[src/rtl/scf_pkg.sv]
package scf_pkg;

    localparam int FLAG_W = 8;
    localparam int NSTAT  = 4;

    localparam int BIT_C   = 0;
    localparam int BIT_Z   = 1;
    localparam int BIT_IE  = 2;
    localparam int BIT_IRQ = 3;
    localparam int BIT_HLT = 4;
    localparam int BIT_SRS = 5;
    localparam int BIT_V   = 6;
    localparam int BIT_N   = 7;

    typedef enum logic [2:0] {
        FOP_NONE = 3'd0,
        FOP_LOAD = 3'd1,
        FOP_AND  = 3'd2,
        FOP_OR   = 3'd3,
        FOP_XOR  = 3'd4,
        FOP_POP  = 3'd5
    } fop_e;

    typedef struct packed {
        logic [NSTAT-1:0] we;
        logic [NSTAT-1:0] val;
    } alu_upd_t;

    // ALU status index -> flag bit position (0:C 1:Z 2:V 3:N)
    function automatic int stat_pos(input int idx);
        case (idx)
            0:       return BIT_C;
            1:       return BIT_Z;
            2:       return BIT_V;
            default: return BIT_N;
        endcase
    endfunction

    function automatic logic is_write(input fop_e op);
        return (op == FOP_LOAD) || (op == FOP_AND) || (op == FOP_OR) ||
               (op == FOP_XOR) || (op == FOP_POP);
    endfunction

    function automatic logic [FLAG_W-1:0] apply_op(
        input fop_e              op,
        input logic [FLAG_W-1:0] cur,
        input logic [FLAG_W-1:0] imm
    );
        logic [FLAG_W-1:0] res;
        case (op)
            FOP_LOAD: res = imm;
            FOP_AND:  res = cur & imm;
            FOP_OR:   res = cur | imm;
            FOP_XOR:  res = cur ^ imm;
            FOP_POP: begin
                res = imm;
                res[BIT_SRS] = 1'b0;
            end
            default:  res = cur;
        endcase
        return res;
    endfunction

endpackage

[src/rtl/scf_next.sv]
module scf_next
    import scf_pkg::*;
(
    input  logic [FLAG_W-1:0] cur,
    input  fop_e              op,
    input  logic [FLAG_W-1:0] imm,
    input  alu_upd_t          alu,
    input  logic              irq_raise,
    input  logic              take,
    output logic [FLAG_W-1:0] nxt
);

    logic [FLAG_W-1:0] base;
    logic [FLAG_W-1:0] alu_mix;

    // soft reset bit lives for one cycle only
    always_comb begin
        base = cur;
        base[BIT_SRS] = 1'b0;
    end

    always_comb begin
        alu_mix = base;
        for (int i = 0; i < NSTAT; i++) begin
            if (alu.we[i]) begin
                alu_mix[stat_pos(i)] = alu.val[i];
            end
        end
    end

    always_comb begin
        if (is_write(op)) begin
            nxt = apply_op(op, base, imm);
        end else begin
            nxt = alu_mix;
        end
        if (irq_raise) begin
            nxt[BIT_IRQ] = 1'b1;
        end
        if (take) begin
            nxt[BIT_IE]  = 1'b0;
            nxt[BIT_HLT] = 1'b0;
        end
    end

endmodule

[src/rtl/scf_lockout.sv]
module scf_lockout (
    input  logic clk,
    input  logic rst,
    input  logic ie_q,
    input  logic ie_d,
    input  logic req_q,
    input  logic halt_q,
    input  logic instr_done,
    output logic en_eff,
    output logic take
);

    logic lock_q;
    logic lock_d;
    logic boundary;

    assign boundary = instr_done | halt_q;
    assign en_eff   = ie_q & ~lock_q;
    assign take     = req_q & ie_q & boundary & (~lock_q | instr_done);

    always_comb begin
        lock_d = lock_q;
        if (!ie_d) begin
            lock_d = 1'b0;
        end else if (!ie_q) begin
            lock_d = 1'b1;
        end else if (boundary) begin
            lock_d = 1'b0;
        end
    end

    always_ff @(posedge clk) begin
        if (rst) begin
            lock_q <= 1'b0;
        end else begin
            lock_q <= lock_d;
        end
    end

endmodule

[src/rtl/stat_ctl_flags.sv]
module stat_ctl_flags
    import scf_pkg::*;
(
    input  logic        clk,
    input  logic        rst,
    input  logic [2:0]  fl_op,
    input  logic [7:0]  fl_data,
    input  logic [3:0]  alu_we,
    input  logic [3:0]  alu_val,
    input  logic        irq_raise,
    input  logic        instr_done,
    output logic [7:0]  flags_q,
    output logic        halted,
    output logic        int_en_eff,
    output logic        int_take,
    output logic        soft_rst
);

    logic [FLAG_W-1:0] flags_r;
    logic [FLAG_W-1:0] flags_d;
    alu_upd_t          alu_upd;
    fop_e              op;

    assign op          = fop_e'(fl_op);
    assign alu_upd.we  = alu_we;
    assign alu_upd.val = alu_val;

    scf_next u_next (
        .cur       (flags_r),
        .op        (op),
        .imm       (fl_data),
        .alu       (alu_upd),
        .irq_raise (irq_raise),
        .take      (int_take),
        .nxt       (flags_d)
    );

    scf_lockout u_lock (
        .clk        (clk),
        .rst        (rst),
        .ie_q       (flags_r[BIT_IE]),
        .ie_d       (flags_d[BIT_IE]),
        .req_q      (flags_r[BIT_IRQ]),
        .halt_q     (flags_r[BIT_HLT]),
        .instr_done (instr_done),
        .en_eff     (int_en_eff),
        .take       (int_take)
    );

    always_ff @(posedge clk) begin
        if (rst) begin
            flags_r <= '0;
        end else begin
            flags_r <= flags_d;
        end
    end

    assign flags_q  = flags_r;
    assign halted   = flags_r[BIT_HLT];
    assign soft_rst = flags_r[BIT_SRS];

endmodule

[config.mk]
export PLATFORM = sky130hd
export DESIGN_NAME = stat_ctl_flags
export DESIGN_NICKNAME = d
export VERILOG_FILES = /design/src/rtl/scf_pkg.sv /design/src/rtl/scf_next.sv /design/src/rtl/scf_lockout.sv /design/src/rtl/stat_ctl_flags.sv
export SDC_FILE = /design/constraint.sdc
export NUM_CORES = 1
export LEC_CHECK = 0
export BUFFER_PORTS_ARGS = -buffer_cell sky130_fd_sc_hd__buf_2
export CORE_UTILIZATION = 49
export CTS_CLUSTER_SIZE = 24
export DETAILED_ROUTE_END_ITERATION = 8
export PLACE_DENSITY = 0.77
export SYNTH_ARGS = -nofsm -noshare
export SYNTH_HDL_FRONTEND = slang
export SYNTH_HIERARCHICAL = 1
export SYNTH_SLANG_ARGS = --single-unit
[constraint.sdc]
create_clock -name clk -period 1.7 [get_ports clk]
set_input_delay 0.34 -clock clk [delete_from_list [all_inputs] [get_ports clk]]
set_output_delay 0.34 -clock clk [all_outputs]
set_load 0.05 [all_outputs]
==> flow_summary_export.csv, run 1 <==
group,metric,value,unit
setup_path,cp_max_fo,6,
floorplanning,die_y,46.2,um
yosys,synth-seq-cells,9,
setup_path,setup.worst_path.end_class,"output pin",
setup_path,rr_startpoint,"flags_q[2]$_SDFF_PP0_",
drt,drc,0,
place,dp_hpwl,1.63,mm
sta,period_minus_slack,1.63,ns
drt,drtIter0Drc,32,
sta,report.final.hold_viol_count,0,
yosys,synth_top_area_share,18.8,%
layout,syn2layout_area_growth,22.0,%
drt,routed_wl,2.16,mm
setup_path,worstPathArrival,1.29,ns
drt,wl_per_cell,12.3,um
layout,final_nets,189,
grt,grt_pass1_vias,760,
drt,vias_per_cell,5.20,
place,dpl-instance-area,0.00113,mm^2
setup_path,r2r_slack,0.13,ns
sta,drv_slew,0,
sta,fin_setup_tns,0,ns
status,status,"complete, no violations",
drt,drt.antenna.violating_nets,0,
layout,instances_no_fill,176,
yosys,syn_avg_cell_area,8.24,um^2
setup_path,crit_end,"int_take",
sta,clock.fmax,612,MHz
power,p_leak,0.000611,uW
cts,clkTransAtPathRegs,0.06,ns
place,place.gp.congestion,0.752,
yosys,yosysWarnings,6,
grt,gr-total-overflow,0,
floorplanning,rows,15,
setup_path,crit_chain,"and2b_2 -> o211a_2 -> clkbuf_4",
yosys,synth_area_leaders,"dfxtp_1 19%, ha_1 18%, inv_1 7.5%",
cts,cts_max_level,1,
setup_path,cpPeakStageDelay,0.35,ns
floorplanning,dieArea,0.00213,mm^2
sta,slew_headroom,78.6,%
setup_path,crit_path_start_kind,"flop",
yosys,synthesis.nets,153,
yosys,synth.distinct_cells,32,
layout,final_core_util,65.4,%
floorplanning,core,0.00178,mm^2
setup_path,cp.required,1.36,ns
run,maxCapViolations,0,
grt,gr-usage-all-layers,20.7,%
drt,dr.pass1.iters,4,
cts,cts-root-buf,"clkbuf_4",
place,io_buffers,34,
place,placed_cells_incl_taps,172,
cts,cts_setup_buffers,0,
cts,cts.sinks,9,
grt,grt_pass1_wl,3.18,mm
yosys,ys_seq_area_share,18.8,%
sta,min_period_over_period,96.1,%
sta,tightest_slew,0.317,ns
floorplanning,die_w,46.2,um
cts,clk_path_buf_depth,2,
layout,antenna_cells,0,
floorplanning,io_pins,35,
floorplanning,start_util,53.6,%
grt,antenna_found_initial,0,
setup_path,r2r_end,"u_lock/lock_q$_SDFFE_PP0P_",
grt,grt_max_degree,17,
cts,clock_latency,0.26,ns
setup_path,critical_path_class,"reg2out",
cts,cts_buffers,3,
sta,finClkSkew,0.00381,ns
yosys,synth_cells,116,
sta,final-setup-viol-count,0,
min_path,hold_path_class,"in2reg",
layout,drive_gt1_share,33.1,%
yosys,syn_area,956,um^2
power,max-vdd-ir-drop,0.000425,V
yosys,yosys.area.top_type,"dfxtp_1",
drt,vias,916,
layout,fin_area,0.00117,mm^2
setup_path,startpoint,"flags_q[4]$_SDFF_PP0_",
setup_path,cp_slowest_cell,"dfxtp_1",
cts,cts_tree,"yes",
setup_path,rr_worst_depth,8,
power,power_density,627,mW/mm^2
-- state kept, by name, indices dropped and copies added, names as in the netlist --
name,cells
flags_q,8
u_lock/lock_q,1
-- cells in the mapped netlist --
| cell type | instances |
|---|---|
| inv_1 | 19 |
| ha_1 | 14 |
| nand2_1 | 12 |
| nor2b_1 | 10 |
| dfxtp_1 | 9 |
| a21oi_1 | 8 |
| mux2i_1 | 5 |
| o21ai_0 | 4 |
| a32oi_1 | 3 |
| buf_4 | 3 |
| or3_1 | 3 |
| a221oi_1 | 2 |
| a22o_1 | 2 |
| a22oi_1 | 2 |
| and2b_2 | 2 |
| buf_6 | 2 |
| a21o_4 | 1 |
| a221oi_2 | 1 |
| a2bb2oi_1 | 1 |
| and2b_1 | 1 |
| buf_2 | 1 |
| nand2b_1 | 1 |
| nand2b_4 | 1 |
| nor2_1 | 1 |
| nor2b_4 | 1 |
| nor3_1 | 1 |
| o211a_1 | 1 |
| o21bai_4 | 1 |
| o22ai_1 | 1 |
| o311ai_0 | 1 |
| o31ai_1 | 1 |
| or3b_1 | 1 |
-- how the worst min path moves through the flow --
stage                           from                          to  slack, ns  depth (start not counted)
6_report                  instr_done  u_lock/lock_q$_SDFFE_PP0P_       0.37                          3
5_1_grt                          rst       flags_q[2]$_SDFF_PP0_       0.37                          2
3_3_place_gp   flags_q[2]$_SDFF_PP0_  u_lock/lock_q$_SDFFE_PP0P_       0.46                          1
4_1_cts                   instr_done  u_lock/lock_q$_SDFFE_PP0P_       0.37                          3
2_1_floorplan                    rst       flags_q[2]$_SDFF_PP0_       0.40                          1
3_5_place_dp   flags_q[2]$_SDFF_PP0_  u_lock/lock_q$_SDFFE_PP0P_       0.48                          1
-- stage by stage --
| stage | setup WS (ns) | power (uW) | hold slack, ns |
|---|---|---|---|
| detailed placement | 0.0336 | 561 | 0.475 |
| CTS | 0.0635 | 734 | 0.365 |
| floorplan | 0.0413 | 480 | 0.404 |
| global route | -0.0168 | 782 | 0.368 |
| global placement | 0.142 | 549 | 0.459 |
| finish | 0.0657 | 731 | 0.367 |
-- power breakdown --
part	switching, uW	total [uW]	internal (uW)
logic	191	312	120
clock network	80.0	171	90.7
registers	18.6	249	230
-- routing by layer --
metal | vias up | GRT usage, % | routed length (um) | share of wire (%)
met5 | - | 0 | 0 | 0
met4 | 0 | 8.82 | 27 | 1.3
met3 | 4 | 2.35 | 80 | 3.7
met2 | 29 | 38.3 | 1120 | 52
met1 | 416 | 23.3 | 932 | 43
li1 | 467 | - | - | -
-- cell families (layout without fill, tap and decap cells) --
logic type	Yosys count	in the layout	share of synthesized area (%)
compound gates	29	29	23.7
mux	5	5	5.24
simple gates	34	34	21.2
fa+ha+maj	14	14	18.3
buf+inv	25	60	12.7
flops	9	9	18.8
-- cells in the final DEF, fill, tap and decap left out, drive strengths merged --
master,count
a21o,1
a21oi,8
a221oi,3
a22o,2
a22oi,2
a2bb2oi,1
a32oi,3
and2b,3
buf,36
clkbuf,5
dfxtp,9
ha,14
inv,19
mux2i,5
nand2,12
nand2b,2
nor2,1
nor2b,11
nor3,1
o211a,1
o21ai,4
o21bai,1
o22ai,1
o311ai,1
o31ai,1
or3,3
or3b,1
-- final cells by class --
cell class	instances	area [um^2]
Multi-Input combinational cell	82	661
Timing Repair Buffer	37	195
Sequential cell	9	181
Clock buffer	4	26.3
Fill cell	166	617
Tap cell	25	31.3
Inverter	19	71.3
-- repair_timing --
action | 4_1_cts | 5_1_grt
endpoints found under the setup margin | 0 | 2
resized for setup | 0 | 2
hold buffers | 0 | 0
-- worst max-delay path: cells and delay by family (launching register included) --
| kind | cells | cell delay, ns |
|---|---|---|
| DFF | 1 | 0.35 |
| AOI/OAI and AO/OA | 1 | 0.27 |
| buffers and inverters | 1 | 0.22 |
| and+or+nand+nor | 1 | 0.20 |
(Power assumes the default switching activity.)
==> run 2: changes to the inputs <==
- CORE_UTILIZATION: 49 -> 50
- PLACE_DENSITY: 0.77 -> 0.79
- clock period: 1.7 -> 2 ns (I/O delays scaled with it)
==> flow_summary_export.csv, run 2 (same netlist as run 1, synthesis figures left out) <==
group,metric,value,unit
layout,final_common_cell,"buf_2",
setup_path,crit_chain,"inv_1 -> ha_1 -> inv_1 -> a21oi_1 -> o22ai_1 -> a221oi_1 -> nand2b_1 -> a21oi_1",
cts,cts_setup_buffers,0,
sta,drv_slew,0,
layout,drive_gt1_share,29.7,%
power,switching_share,39.4,%
layout,instances_no_fill,173,
floorplanning,die_w,45.7,um
place,place.gp.congestion,0.786,
cts,cts.sinks,9,
floorplanning,rows,15,
cts,clkTransAtPathRegs,0.07,ns
drt,drt.antenna.violating_nets,0,
place,io_buffers,34,
setup_path,setup.worst_path.end_class,"flop",
setup_path,worstPathArrival,1.88,ns
status,status,"complete, no violations",
layout,layout_common_cells,"34 x buf_2, 19 x inv_1, 14 x ha_1, 12 x nand2_1, 10 x nor2b_1",
cts,post_cts_resized,0,
layout,syn2layout_area_growth,18.6,%
drt,vias,890,
drt,drtIter0Drc,14,
sta,slew_headroom,73.3,%
floorplanning,core,0.00176,mm^2
place,dp_hpwl,1.52,mm
place,placed_cells_incl_taps,169,
cts,cts_buffers,3,
min_path,hold_path_class,"in2reg",
run,maxCapViolations,0,
power,power_frac_seq,34.8,%
grt,antenna_found_initial,0,
layout,final_nets,186,
drt,routed_wl,1.90,mm
setup_path,critical_path_class,"reg2reg",
power,power_frac_comb,41.5,%
cts,clk_path_buf_depth,2,
cts,cts_tree,"yes",
sta,fin_setup_tns,0,ns
sta,clock.fmax,590,MHz
sta,tightest_slew,0.400,ns
power,p_leak,0.000607,uW
grt,gr-total-overflow,0,
sta,finClkSkew,0.000396,ns
grt,grt_max_degree,19,
layout,antenna_cells,0,
sta,report.final.hold_viol_count,0,
grt,grt_pass1_wl,2.81,mm
floorplanning,start_util,54.2,%
power,max-vdd-ir-drop,0.000264,V
sta,period_minus_slack,1.69,ns
layout,largest_reg_flops,8,
min_path,holdCritStartpoint,"instr_done",
drt,wl_per_cell,11.0,um
drt,vias_per_cell,5.14,
sta,rsz0062_at_grt,"no",
layout,n_fill_cell,175,
setup_path,rr_startpoint,"flags_q[2]$_SDFF_PP0_",
cts,postCtsHoldBufs,0,
grt,grt_pass1_vias,720,
setup_path,cp_slowest_cell,"dfxtp_1",
setup_path,crit_path_start_kind,"flop",
floorplanning,dieArea,0.00209,mm^2
setup_path,cpPeakStageDelay,0.41,ns
power,power_density,536,mW/mm^2
floorplanning,io_pins,35,
setup_path,cp.required,2.18,ns
setup_path,startpoint,"flags_q[2]$_SDFF_PP0_",
floorplanning,die_y,45.7,um
sta,final-setup-viol-count,0,
cts,cts_max_level,1,
power,p_int,368,uW
cts,cts-root-buf,"clkbuf_4",
drt,drc,0,
power,p_switching,239,uW
cts,clock_latency,0.25,ns
drt,dr.pass1.iters,4,
grt,gr-usage-all-layers,18.3,%
power,clkPwrFrac,23.7,%
setup_path,cp_max_fo,6,
sta,min_period_over_period,84.7,%
## run 2: cell type report
class	count	area, um^2	area share, %
timing repair buffer	34	170	15.0
multi-input combinational	82	654	57.7
inverter	19	71.3	6.29
clock buffer	4	26.3	2.32
tap	25	31.3	2.76
sequential	9	180	15.9
## run 2: power groups by stage
stage	clock network (uW)	registers [uW]	logic (uW)
floorplan	0	262	146
global placement	0	214	247
detailed placement	0	216	254
CTS	148	212	254
global route	158	214	277
finish	144	212	253
## run 2: worst paths after layout
check / to / slack (ns) / depth (start not counted)
worst max register to register: u_lock/lock_q$_SDFFE_PP0P_ / 0.31 / 8
worst min register to register: u_lock/lock_q$_SDFFE_PP0P_ / 0.55 / 1
worst max-delay path: u_lock/lock_q$_SDFFE_PP0P_ / 0.31 / 8
worst min-delay path: u_lock/lock_q$_SDFFE_PP0P_ / 0.43 / 3
## run 2: worst max-delay path: cells and delay by family (launching register included)
kind	cells	cell delay, ns
and+or+nand+nor	1	0.10
DFF	1	0.41
buffers and inverters	2	0.13
AOI/OAI and AO/OA	4	0.71
adders and majority gates	1	0.29
## run 2: per-layer routing
layer	wire length [um]	track usage, %	part of all wire (%)	up-vias
li1	-	-	-	464
met1	884	22.4	47	404
met2	950	32.6	50	22
met3	67	2.78	3.5	0
met4	0	5.29	0	0
met5	0	0	0	-
## run 2: metrics by stage
stage               util, %  power (uW)  hold slack, ns  cell area, um^2  setup WS [ns]
global route           64.3         649           0.438             1130          0.230
detailed placement     62.8         469           0.527             1110          0.287
finish                 64.3         608           0.432             1130          0.306
global placement       62.8         461           0.488             1110          0.336
floorplan                 -         408           0.472              956          0.176
CTS                    64.3         614           0.423             1130          0.327
==> run 3: changes to the inputs <==
- CORE_UTILIZATION: 50 -> 44
- PLACE_DENSITY: 0.79 -> 0.73
- clock period: 2 -> 1.5 ns (I/O delays scaled with it)
==> flow_summary_export.csv, run 3 (same netlist as run 1, synthesis figures left out) <==
group,metric,value,unit
layout,layout_common_cells,"33 x buf_2, 17 x inv_1, 13 x ha_1, 12 x nand2_1",
status,status,"finished, violations left",
sta,drv_slew,0,
floorplanning,io_pins,35,
layout,final_core_util,64.8,%
sta,report.final.hold_viol_count,0,
drt,drt.antenna.violating_nets,0,
sta,finClkSkew,0.00613,ns
floorplanning,dieArea,0.00236,mm^2
sta,clock.fmax,666,MHz
layout,largest_reg_flops,8,
floorplanning,start_util,47.8,%
setup_path,crit_path_start_kind,"flop",
drt,wl_per_cell,12.2,um
place,io_buffers,34,
grt,grt_pass1_vias,841,
setup_path,r2r_slack,0.08,ns
setup_path,cp.required,1.20,ns
place,place.gp.congestion,0.840,
setup_path,critical_path_class,"reg2out",
layout,antenna_cells,0,
drt,routed_wl,2.28,mm
status,violations,"setup timing",
layout,syn2layout_area_growth,35.7,%
sta,min_period_over_period,100,%
cts,cts_tree,"yes",
layout,final_common_cell,"buf_2",
power,p_leak,0.000668,uW
cts,clock_latency,0.26,ns
cts,cts_buffers,3,
grt,grt_max_degree,15,
cts,cts_max_level,1,
setup_path,crit_end,"int_take",
cts,clkTransAtPathRegs,0.08,ns
power,p_total,883,uW
drt,dr.pass1.iters,4,
cts,cts-root-buf,"clkbuf_4",
setup_path,cpPeakStageDelay,0.35,ns
setup_path,worstPathArrival,1.20,ns
layout,final_nets,197,
sta,rsz0062_at_grt,"yes",
floorplanning,die_w,48.6,um
cts,postCtsHoldBufs,0,
grt,gr-total-overflow,0,
floorplanning,rows,16,
min_path,hold_path_class,"in2reg",
place,dp_hpwl,1.66,mm
power,max-vdd-ir-drop,0.000470,V
drt,vias_per_cell,5.18,
setup_path,cp_slowest_cell,"dfxtp_4",
setup_path,crit_chain,"and2b_2 -> o211a_4 -> buf_8",
sta,final-setup-viol-count,1,
place,place_ws,-0.00336,ns
sta,period_minus_slack,1.50,ns
sta,fin_setup_tns,-0.00232,ns
setup_path,setup.worst_path.end_class,"output pin",
drt,vias,964,
sta,slew_headroom,75.1,%
drt,drtIter0Drc,19,
cts,clk_path_buf_depth,2,
sta,fin_ws,-0.00232,ns
run,maxCapViolations,0,
setup_path,rr_worst_depth,5,
setup_path,startpoint,"flags_q[4]$_SDFF_PP0_",
floorplanning,core,0.00200,mm^2
setup_path,cp_max_fo,3,
layout,drive_gt1_share,45.9,%
cts,cts.sinks,9,
setup_path,r2r_end,"flags_q[4]$_SDFF_PP0_",
setup_path,rr_startpoint,"flags_q[4]$_SDFF_PP0_",
power,power_density,680,mW/mm^2
drt,drc,0,
sta,tightest_slew,0.367,ns
grt,gr-usage-all-layers,19.1,%
floorplanning,die_y,48.6,um
grt,grt_pass1_wl,3.57,mm
grt,antenna_found_initial,0,
==> run 3: per-layer routing <==
metal	vias up	track usage [%]	wire, um
met5	-	0	0
met2	23	32.6	1140
met3	2	2.52	90
li1	478	-	-
met4	0	6.37	13
met1	461	24.4	1030
==> run 3: final cells by class <==
type	count	area, um^2
Clock buffer	4	26.3
Multi-Input combinational cell	82	704
Sequential cell	9	195
Fill cell	182	704
Inverter	19	71.3
Tap cell	27	33.8
Timing Repair Buffer	45	267
==> run 3: metrics by stage <==
| step | area (um^2) | std cells | hold WS (ns) |
|---|---|---|---|
| after floorplan | 967 | 116 | 0.362 |
| after global placement | 1180 | 179 | 0.539 |
| after global routing | 1300 | 186 | 0.344 |
| after detailed placement | 1180 | 179 | 0.546 |
| after CTS | 1240 | 184 | 0.331 |
| final | 1300 | 186 | 0.322 |
==> run 3: how the worst min path moves through the flow <==
stage / cells after the start / from / to / slack (ns)
3_3_place_gp: 2 / flags_q[2]$_SDFF_PP0_ / u_lock/lock_q$_SDFFE_PP0P_ / 0.54
5_1_grt: 2 / rst / flags_q[3]$_SDFF_PP0_ / 0.34
6_report: 2 / rst / flags_q[1]$_SDFF_PP0_ / 0.32
2_1_floorplan: 1 / rst / flags_q[2]$_SDFF_PP0_ / 0.36
4_1_cts: 2 / rst / flags_q[3]$_SDFF_PP0_ / 0.33
3_5_place_dp: 2 / flags_q[2]$_SDFF_PP0_ / u_lock/lock_q$_SDFFE_PP0P_ / 0.55
==> run 3: repair_timing <==
item / CTS / global route
buffers inserted: 1 / 2
gates resized for setup: 6 / 11
pin swaps: 0 / 6
endpoints found under the setup margin: 1 / 5
==> run 3: power by group <==
group | internal (uW) | leakage (uW) | switching, uW
clock | 103 | 0.0000150 | 99.1
combinational | 162 | 0.000576 | 236
sequential | 263 | 0.0000776 | 19.2
total | 528 | 0.000668 | 355
==> run 3: critical path: cells and delay by family (launching register included) <==
family / cells / cell delay [ns]
and+or+nand+nor: 1 / 0.20
AOI/OAI and AO/OA: 1 / 0.25
DFF: 1 / 0.35
buffers and inverters: 1 / 0.15
